### src/rtl/cfg_loader_pkg.sv
package cfg_loader_pkg;

    typedef enum logic [3:0] {
        ST_IDLE,
        ST_PROG,
        ST_INIT,
        ST_FETCH,
        ST_SHIFT,
        ST_KICK,
        ST_PULSE,
        ST_PASS,
        ST_FAIL
    } ld_state_e;

    localparam int unsigned BYTE_BITS = 8;

    function automatic int unsigned max3(input int unsigned a, input int unsigned b,
                                         input int unsigned c);
        int unsigned m;
        m = (a > b) ? a : b;
        return (m > c) ? m : c;
    endfunction

endpackage

### src/rtl/cfg_wait_timer.sv
module cfg_wait_timer #(
    parameter int unsigned W = 8
) (
    input  logic         clk,
    input  logic         rst_n,
    input  logic         clr_i,
    input  logic         inc_i,
    output logic [W-1:0] cnt_o
);

    always_ff @(posedge clk or negedge rst_n) begin
        if (!rst_n) begin
            cnt_o <= '0;
        end else if (clr_i) begin
            cnt_o <= '0;
        end else if (inc_i) begin
            cnt_o <= cnt_o + 1'b1;
        end
    end

endmodule

### src/rtl/cfg_bit_shifter.sv
module cfg_bit_shifter #(
    parameter int unsigned CCLK_HALF = 3
) (
    input  logic       clk,
    input  logic       rst_n,
    input  logic       load_i,
    input  logic [3:0] nbits_i,
    input  logic [7:0] byte_i,
    output logic       cclk_o,
    output logic       din_o,
    output logic       busy_o,
    output logic       done_o
);

    localparam int unsigned CW = (CCLK_HALF > 1) ? $clog2(CCLK_HALF) : 1;
    localparam logic [CW-1:0] PH_LAST = CW'(CCLK_HALF - 1);

    logic [7:0]    sh_q;
    logic [3:0]    left_q;
    logic [CW-1:0] ph_q;
    logic          hi_q;
    logic          act_q;
    logic          din_q;
    logic          done_q;

    always_ff @(posedge clk or negedge rst_n) begin
        if (!rst_n) begin
            sh_q   <= '0;
            left_q <= '0;
            ph_q   <= '0;
            hi_q   <= 1'b0;
            act_q  <= 1'b0;
            din_q  <= 1'b0;
            done_q <= 1'b0;
        end else begin
            done_q <= 1'b0;
            if (load_i && !act_q) begin
                sh_q   <= byte_i;
                left_q <= nbits_i;
                din_q  <= byte_i[7];
                hi_q   <= 1'b0;
                ph_q   <= '0;
                act_q  <= 1'b1;
            end else if (act_q) begin
                if (ph_q == PH_LAST) begin
                    ph_q <= '0;
                    if (!hi_q) begin
                        hi_q <= 1'b1;
                    end else begin
                        hi_q <= 1'b0;
                        if (left_q == 4'd1) begin
                            act_q  <= 1'b0;
                            done_q <= 1'b1;
                            din_q  <= 1'b0;
                        end else begin
                            sh_q   <= {sh_q[6:0], 1'b0};
                            din_q  <= sh_q[6];
                            left_q <= left_q - 4'd1;
                        end
                    end
                end else begin
                    ph_q <= ph_q + 1'b1;
                end
            end
        end
    end

    assign cclk_o = hi_q;
    assign din_o  = din_q;
    assign busy_o = act_q;
    assign done_o = done_q;

endmodule

### src/rtl/serial_cfg_loader.sv
module serial_cfg_loader
    import cfg_loader_pkg::*;
#(
    parameter int unsigned CCLK_HALF    = 3,
    parameter int unsigned PROG_LOW_CYC = 1200,
    parameter int unsigned INIT_POLLS   = 100000,
    parameter int unsigned DONE_PULSES  = 100000,
    parameter int unsigned LEN_W        = 24
) (
    input  logic             clk,
    input  logic             rst_n,
    input  logic             start_i,
    input  logic [LEN_W-1:0] length_i,
    input  logic [7:0]       src_data_i,
    input  logic             src_valid_i,
    input  logic             src_err_i,
    output logic             src_take_o,
    input  logic             ninit_i,
    input  logic             done_i,
    output logic             nprog_o,
    output logic             cclk_o,
    output logic             din_o,
    output logic             busy_o,
    output logic             success_o,
    output logic             error_o
);

    localparam int unsigned TMAX = max3(PROG_LOW_CYC, INIT_POLLS, DONE_PULSES);
    localparam int unsigned TW   = $clog2(TMAX + 1) + 1;
    localparam logic [TW-1:0] PROG_END  = TW'(PROG_LOW_CYC - 1);
    localparam logic [TW-1:0] INIT_END  = TW'(INIT_POLLS - 1);
    localparam logic [TW-1:0] PULSE_CAP = TW'(DONE_PULSES);

    ld_state_e        state_q, state_d;
    logic [LEN_W-1:0] remain_q;
    logic             tmr_clr, tmr_inc;
    logic [TW-1:0]    tmr_cnt;
    logic             sh_load, sh_busy, sh_done;
    logic [3:0]       sh_nbits;
    logic [7:0]       sh_byte;
    logic             dec_len;
    logic             accept;

    cfg_wait_timer #(.W(TW)) u_tmr (
        .clk   (clk),
        .rst_n (rst_n),
        .clr_i (tmr_clr),
        .inc_i (tmr_inc),
        .cnt_o (tmr_cnt)
    );

    cfg_bit_shifter #(.CCLK_HALF(CCLK_HALF)) u_shf (
        .clk     (clk),
        .rst_n   (rst_n),
        .load_i  (sh_load),
        .nbits_i (sh_nbits),
        .byte_i  (sh_byte),
        .cclk_o  (cclk_o),
        .din_o   (din_o),
        .busy_o  (sh_busy),
        .done_o  (sh_done)
    );

    // next-state and datapath control
    always_comb begin
        state_d    = state_q;
        tmr_clr    = 1'b0;
        tmr_inc    = 1'b0;
        sh_load    = 1'b0;
        sh_nbits   = 4'(BYTE_BITS);
        sh_byte    = src_data_i;
        src_take_o = 1'b0;
        dec_len    = 1'b0;
        accept     = 1'b0;
        unique case (state_q)
            ST_IDLE, ST_PASS, ST_FAIL: begin
                if (start_i) begin
                    accept  = 1'b1;
                    tmr_clr = 1'b1;
                    state_d = ST_PROG;
                end
            end
            ST_PROG: begin
                tmr_inc = 1'b1;
                if (tmr_cnt == PROG_END) begin
                    tmr_clr = 1'b1;
                    state_d = ST_INIT;
                end
            end
            ST_INIT: begin
                tmr_inc = 1'b1;
                if (ninit_i) begin
                    tmr_clr = 1'b1;
                    state_d = (remain_q == '0) ? ST_KICK : ST_FETCH;
                end else if (tmr_cnt == INIT_END) begin
                    state_d = ST_FAIL;
                end
            end
            ST_FETCH: begin
                if (src_err_i) begin
                    state_d = ST_FAIL;
                end else if (src_valid_i && !sh_busy) begin
                    src_take_o = 1'b1;
                    sh_load    = 1'b1;
                    dec_len    = 1'b1;
                    state_d    = ST_SHIFT;
                end
            end
            ST_SHIFT: begin
                if (sh_done) begin
                    state_d = (remain_q == '0) ? ST_KICK : ST_FETCH;
                end
            end
            ST_KICK: begin
                if (done_i) begin
                    state_d = ST_PASS;
                end else if (tmr_cnt == PULSE_CAP) begin
                    state_d = ST_FAIL;
                end else begin
                    sh_load  = 1'b1;
                    sh_nbits = 4'd1;
                    sh_byte  = 8'h00;
                    tmr_inc  = 1'b1;
                    state_d  = ST_PULSE;
                end
            end
            ST_PULSE: begin
                if (sh_done) begin
                    state_d = ST_KICK;
                end
            end
            default: state_d = ST_IDLE;
        endcase
    end

    // state register
    always_ff @(posedge clk or negedge rst_n) begin
        if (!rst_n) begin
            state_q  <= ST_IDLE;
            remain_q <= '0;
        end else begin
            state_q <= state_d;
            if (accept) begin
                remain_q <= length_i;
            end else if (dec_len) begin
                remain_q <= remain_q - 1'b1;
            end
        end
    end

    // outputs decoded from state
    always_comb begin
        nprog_o   = 1'b1;
        busy_o    = 1'b1;
        success_o = 1'b0;
        error_o   = 1'b0;
        unique case (state_q)
            ST_IDLE: busy_o = 1'b0;
            ST_PROG: nprog_o = 1'b0;
            ST_PASS: begin
                busy_o    = 1'b0;
                success_o = 1'b1;
            end
            ST_FAIL: begin
                busy_o  = 1'b0;
                error_o = 1'b1;
            end
            default: ;
        endcase
    end

endmodule

### config.mk
export PLATFORM = sky130hd
export DESIGN_NAME = serial_cfg_loader
export DESIGN_NICKNAME = d
export VERILOG_FILES = /design/src/rtl/cfg_loader_pkg.sv /design/src/rtl/cfg_wait_timer.sv /design/src/rtl/cfg_bit_shifter.sv /design/src/rtl/serial_cfg_loader.sv
export SDC_FILE = /design/constraint.sdc
export NUM_CORES = 1
export LEC_CHECK = 0
export BUFFER_PORTS_ARGS = -buffer_cell sky130_fd_sc_hd__buf_2
export CELL_PAD_IN_SITES_DETAIL_PLACEMENT = 1
export CELL_PAD_IN_SITES_GLOBAL_PLACEMENT = 2
export CORE_MARGIN = 2
export CORE_UTILIZATION = 35
export DETAILED_ROUTE_END_ITERATION = 10
export PLACE_DENSITY_LB_ADDON = 0.08
export SYNTH_ARGS = -nofsm -noshare
export SYNTH_HDL_FRONTEND = slang
export SYNTH_SLANG_ARGS = --single-unit
### constraint.sdc
create_clock -name clk -period 4.39 [get_ports clk]
set_input_delay 0 -clock clk [delete_from_list [all_inputs] [get_ports clk]]
set_output_delay 0 -clock clk [all_outputs]
set_load 0.05 [all_outputs]
==> run metrics <==
n_diodes 0; Placement Cell Area 4010 sq um; initial antenna violation count 0; crit end category flip-flop; worst path required time roughly 4.7 ns; Final Hold Viols 0; Die H about 110 um; power share of the combinational group 38.9%; Yosys cell types 51; Starting Density 35.71%; cell-internal power 0.001422 W; Tcrit/Tclk final between 50% and 60%; worst path cell trace nand3b_1 -> nor2_1 -> o21ai_4 -> buf_4 -> nor2_1 -> a21oi_1; non-filler instance count after layout 628; Avg Cell Area, Syn 8.846 sq um; drt total wl 9.330 mm; EDFF count, synth 0; number of global-route vias before repair 3302; Power Total 0.002489 W; Max Cap Violations 0; post-DR wirelength/cell 14.86 um; Final Skew approximately 0.010 ns; CTS tree done; PD cells 551.1 nW/um^2; drt drc 0; first-pass GRT wire length ~16 mm; YS warnings 0; RSZ-0062 raised after global routing false; Port Buffer Count 45; # nets final about 530; antenna-violating nets left 0; maximum vdd drop about 200 uV; cell mode on critical path nor2_1; gr ovfl total 0; crit path launch type flip-flop; register area share after synthesis 43.15%; Mapped Nets 458; CTS Root Cell clkbuf_8; Arrival @ worst endpoint 2.78 ns; DIE AREA 11270 sq um; worst skew pair latency 0.35 ns; post-route cell area 4516 sq um; switching pwr 0.001067 W; Rows 37; CORE AREA 10230 sq um; die span in x 106.2 um; cell count after placement 579; Finish-stage setup viols 0; Crit Path Class reg -> reg; Worst path max stage delay 0.78 ns; min cycle time layout around 2.5 ns; Slew Viols, Final 0; Post-CTS Setup Inserts 0; share of layout cells above drive strength 1 ~17%; CTS buffer count 9; setup_tns 0 ns; gr usage total 17.55%; FILL cells 1214; most frequent cells in the layout nor2_1 (83), dfrtp_1 (63), buf_2 (45), dlygate4sd3_1 (33), a21oi_1 (27); IO Pins 46; leakage dissipation 1.868 nW; Syn Inst Count 413; sequential share of power 42.4%; post-DP HPWL around 6.4 mm; CP max-delay cell o21ai_4; first-pass iteration count of the detailed router 4; Via Count approximately 3200; HP Class in -> reg; status finished clean; switch share 42.85%; Synth async-reset ratio 100.0%; clock net sink count 63; largest net degree at the start of global routing 43; Starting DRT DRC Count 85; critical path peak fanout 39; ys flop type dfrtp_1; Core Util, Final 44.14%; Clk network pwr share 18.7%; worst relative slew slack 35.97%; cell area after synthesis 3654 sq um; commonest non-fill, non-tap cell in the layout nor2_1; vias per cell 5.025; worst-margin pin slew 0.9568 ns; Longest Clk Path Bufs 2; GPL Wtd Cong 0.7335; highest clock rate 0.3994 GHz; Reg clk slew, reported paths 0.07 ns; Layout area overhead 23.60%; Yosys reg bits 63; htree depth 3
cell type report:
type	count	area (sq um)	share of cell area, %
clock inverter	4	20.02	0.4433
inverter	15	56.30	1.247
sequential	63	1577	34.91
tap	136	170.2	3.768
timing repair buffer	81	578.1	12.80
clock buffer	12	155.1	3.436
multi-input combinational	317	1959	43.39
synth_stat cells (4+ instances only):
library cell	instances	area share, %
nor4_1	7	1.2
nand3_1	17	2.3
nand4_1	5	0.86
and3_1	7	1.2
xnor2_1	22	5.3
xor2_1	19	4.6
nand2b_1	6	1.0
ha_1	6	2.1
nor4_2	4	1.4
buf_2	4	0.55
a21o_1	5	1.0
o21ai_1	5	0.68
clkbuf_1	12	1.2
nor2_1	83	8.5
nor3_1	18	2.5
a21oi_1	27	3.7
dfrtp_1	63	43
a2bb2oi_1	7	1.7
nand2_1	23	2.4
nor2b_1	4	0.68
inv_1	13	1.3
nor3_2	5	1.4
stage by stage:
stage,setup slack [ns],hold slack (ns)
floorplan,2.033,-0.2956
global placement,2.007,0.01348
detailed placement,1.869,-0.003143
CTS,1.835,0.06318
global route,1.546,0.1138
finish,1.886,0.08734
final timing paths:
path,start,to,slack [ns],cells past startpoint
worst max-delay path,state_q[3]$_DFFE_PN0P_,remain_q[4]$_DFFE_PN0P_,1.89,6
worst min-delay path,done_i,u_shf.left_q[0]$_DFFE_PN0P_,0.09,3
worst max register to register,state_q[3]$_DFFE_PN0P_,remain_q[4]$_DFFE_PN0P_,1.89,6
worst min register to register,u_shf.left_q[3]$_DFFE_PN0P_,u_shf.left_q[3]$_DFFE_PN0P_,0.48,1
max in group asynchronous,rst_n,remain_q[10]$_DFFE_PN0P_,3.29,3
min in group asynchronous,rst_n,u_tmr.cnt_o[16]$_DFFE_PN0P_,0.14,2
power groups by stage:
| stage | clock (W) | sequential (W) | combinational (W) |
|---|---|---|---|
| global placement | 0 | 0.00105 | 0.000923 |
| CTS | 0.000484 | 0.00105 | 0.000986 |
| global route | 0.000504 | 0.00109 | 0.00110 |
| finish | 0.000465 | 0.00106 | 0.000968 |
| floorplan | 0 | 0.000987 | 0.000771 |
| detailed placement | 0 | 0.00106 | 0.000957 |
layer usage:
layer | up-vias | global-route usage (%) | wire length, um
met2 | 44 | 30.04 | 4464
met5 | - | 0 | 0
li1 | 1581 | - | -
met3 | 12 | 3.127 | 218
met1 | 1519 | 21.42 | 4473
met4 | 0 | 8.083 | 173
registers in the layout (all words and copies together), names as in the netlist:
name and count:
remain_q 24, state_q 4, u_shf.busy_o 1, u_shf.cclk_o 1, u_shf.din_o 1, u_shf.done_o 1, u_shf.left_q 4, u_shf.ph_q 2
u_shf.sh_q 7, u_tmr.cnt_o 18
repair_timing:
item                                    CTS  global route
hold buffers                             33             0
hold endpoints to repair                 53             0
endpoints found under the setup margin    0             0
resized for setup                         0             0
logic make-up (layout without fill, tap and decap cells):
| kind of cell | Yosys count | after routing | share of synthesized area, % |
|---|---|---|---|
| DFF | 63 | 63 | 43.15 |
| and+or+nand+nor | 201 | 201 | 29.08 |
| muxes | 3 | 3 | 0.8904 |
| adders and majority gates | 6 | 6 | 2.055 |
| buffers and inverters | 33 | 112 | 3.528 |
| AOI/OAI and AO/OA | 66 | 66 | 11.47 |
| xor gates and xnor gates | 41 | 41 | 9.829 |
worst max-delay path: cells and delay by family (launching register included):
| family | cells | cell delay (ns) |
|---|---|---|
| flip-flops | 1 | 0.73 |
| buffers and inverters | 1 | 0.31 |
| AO/OA/AOI/OAI | 2 | 0.91 |
| AND/OR/NAND/NOR | 3 | 0.48 |
Power figures use the tool's default switching activity.
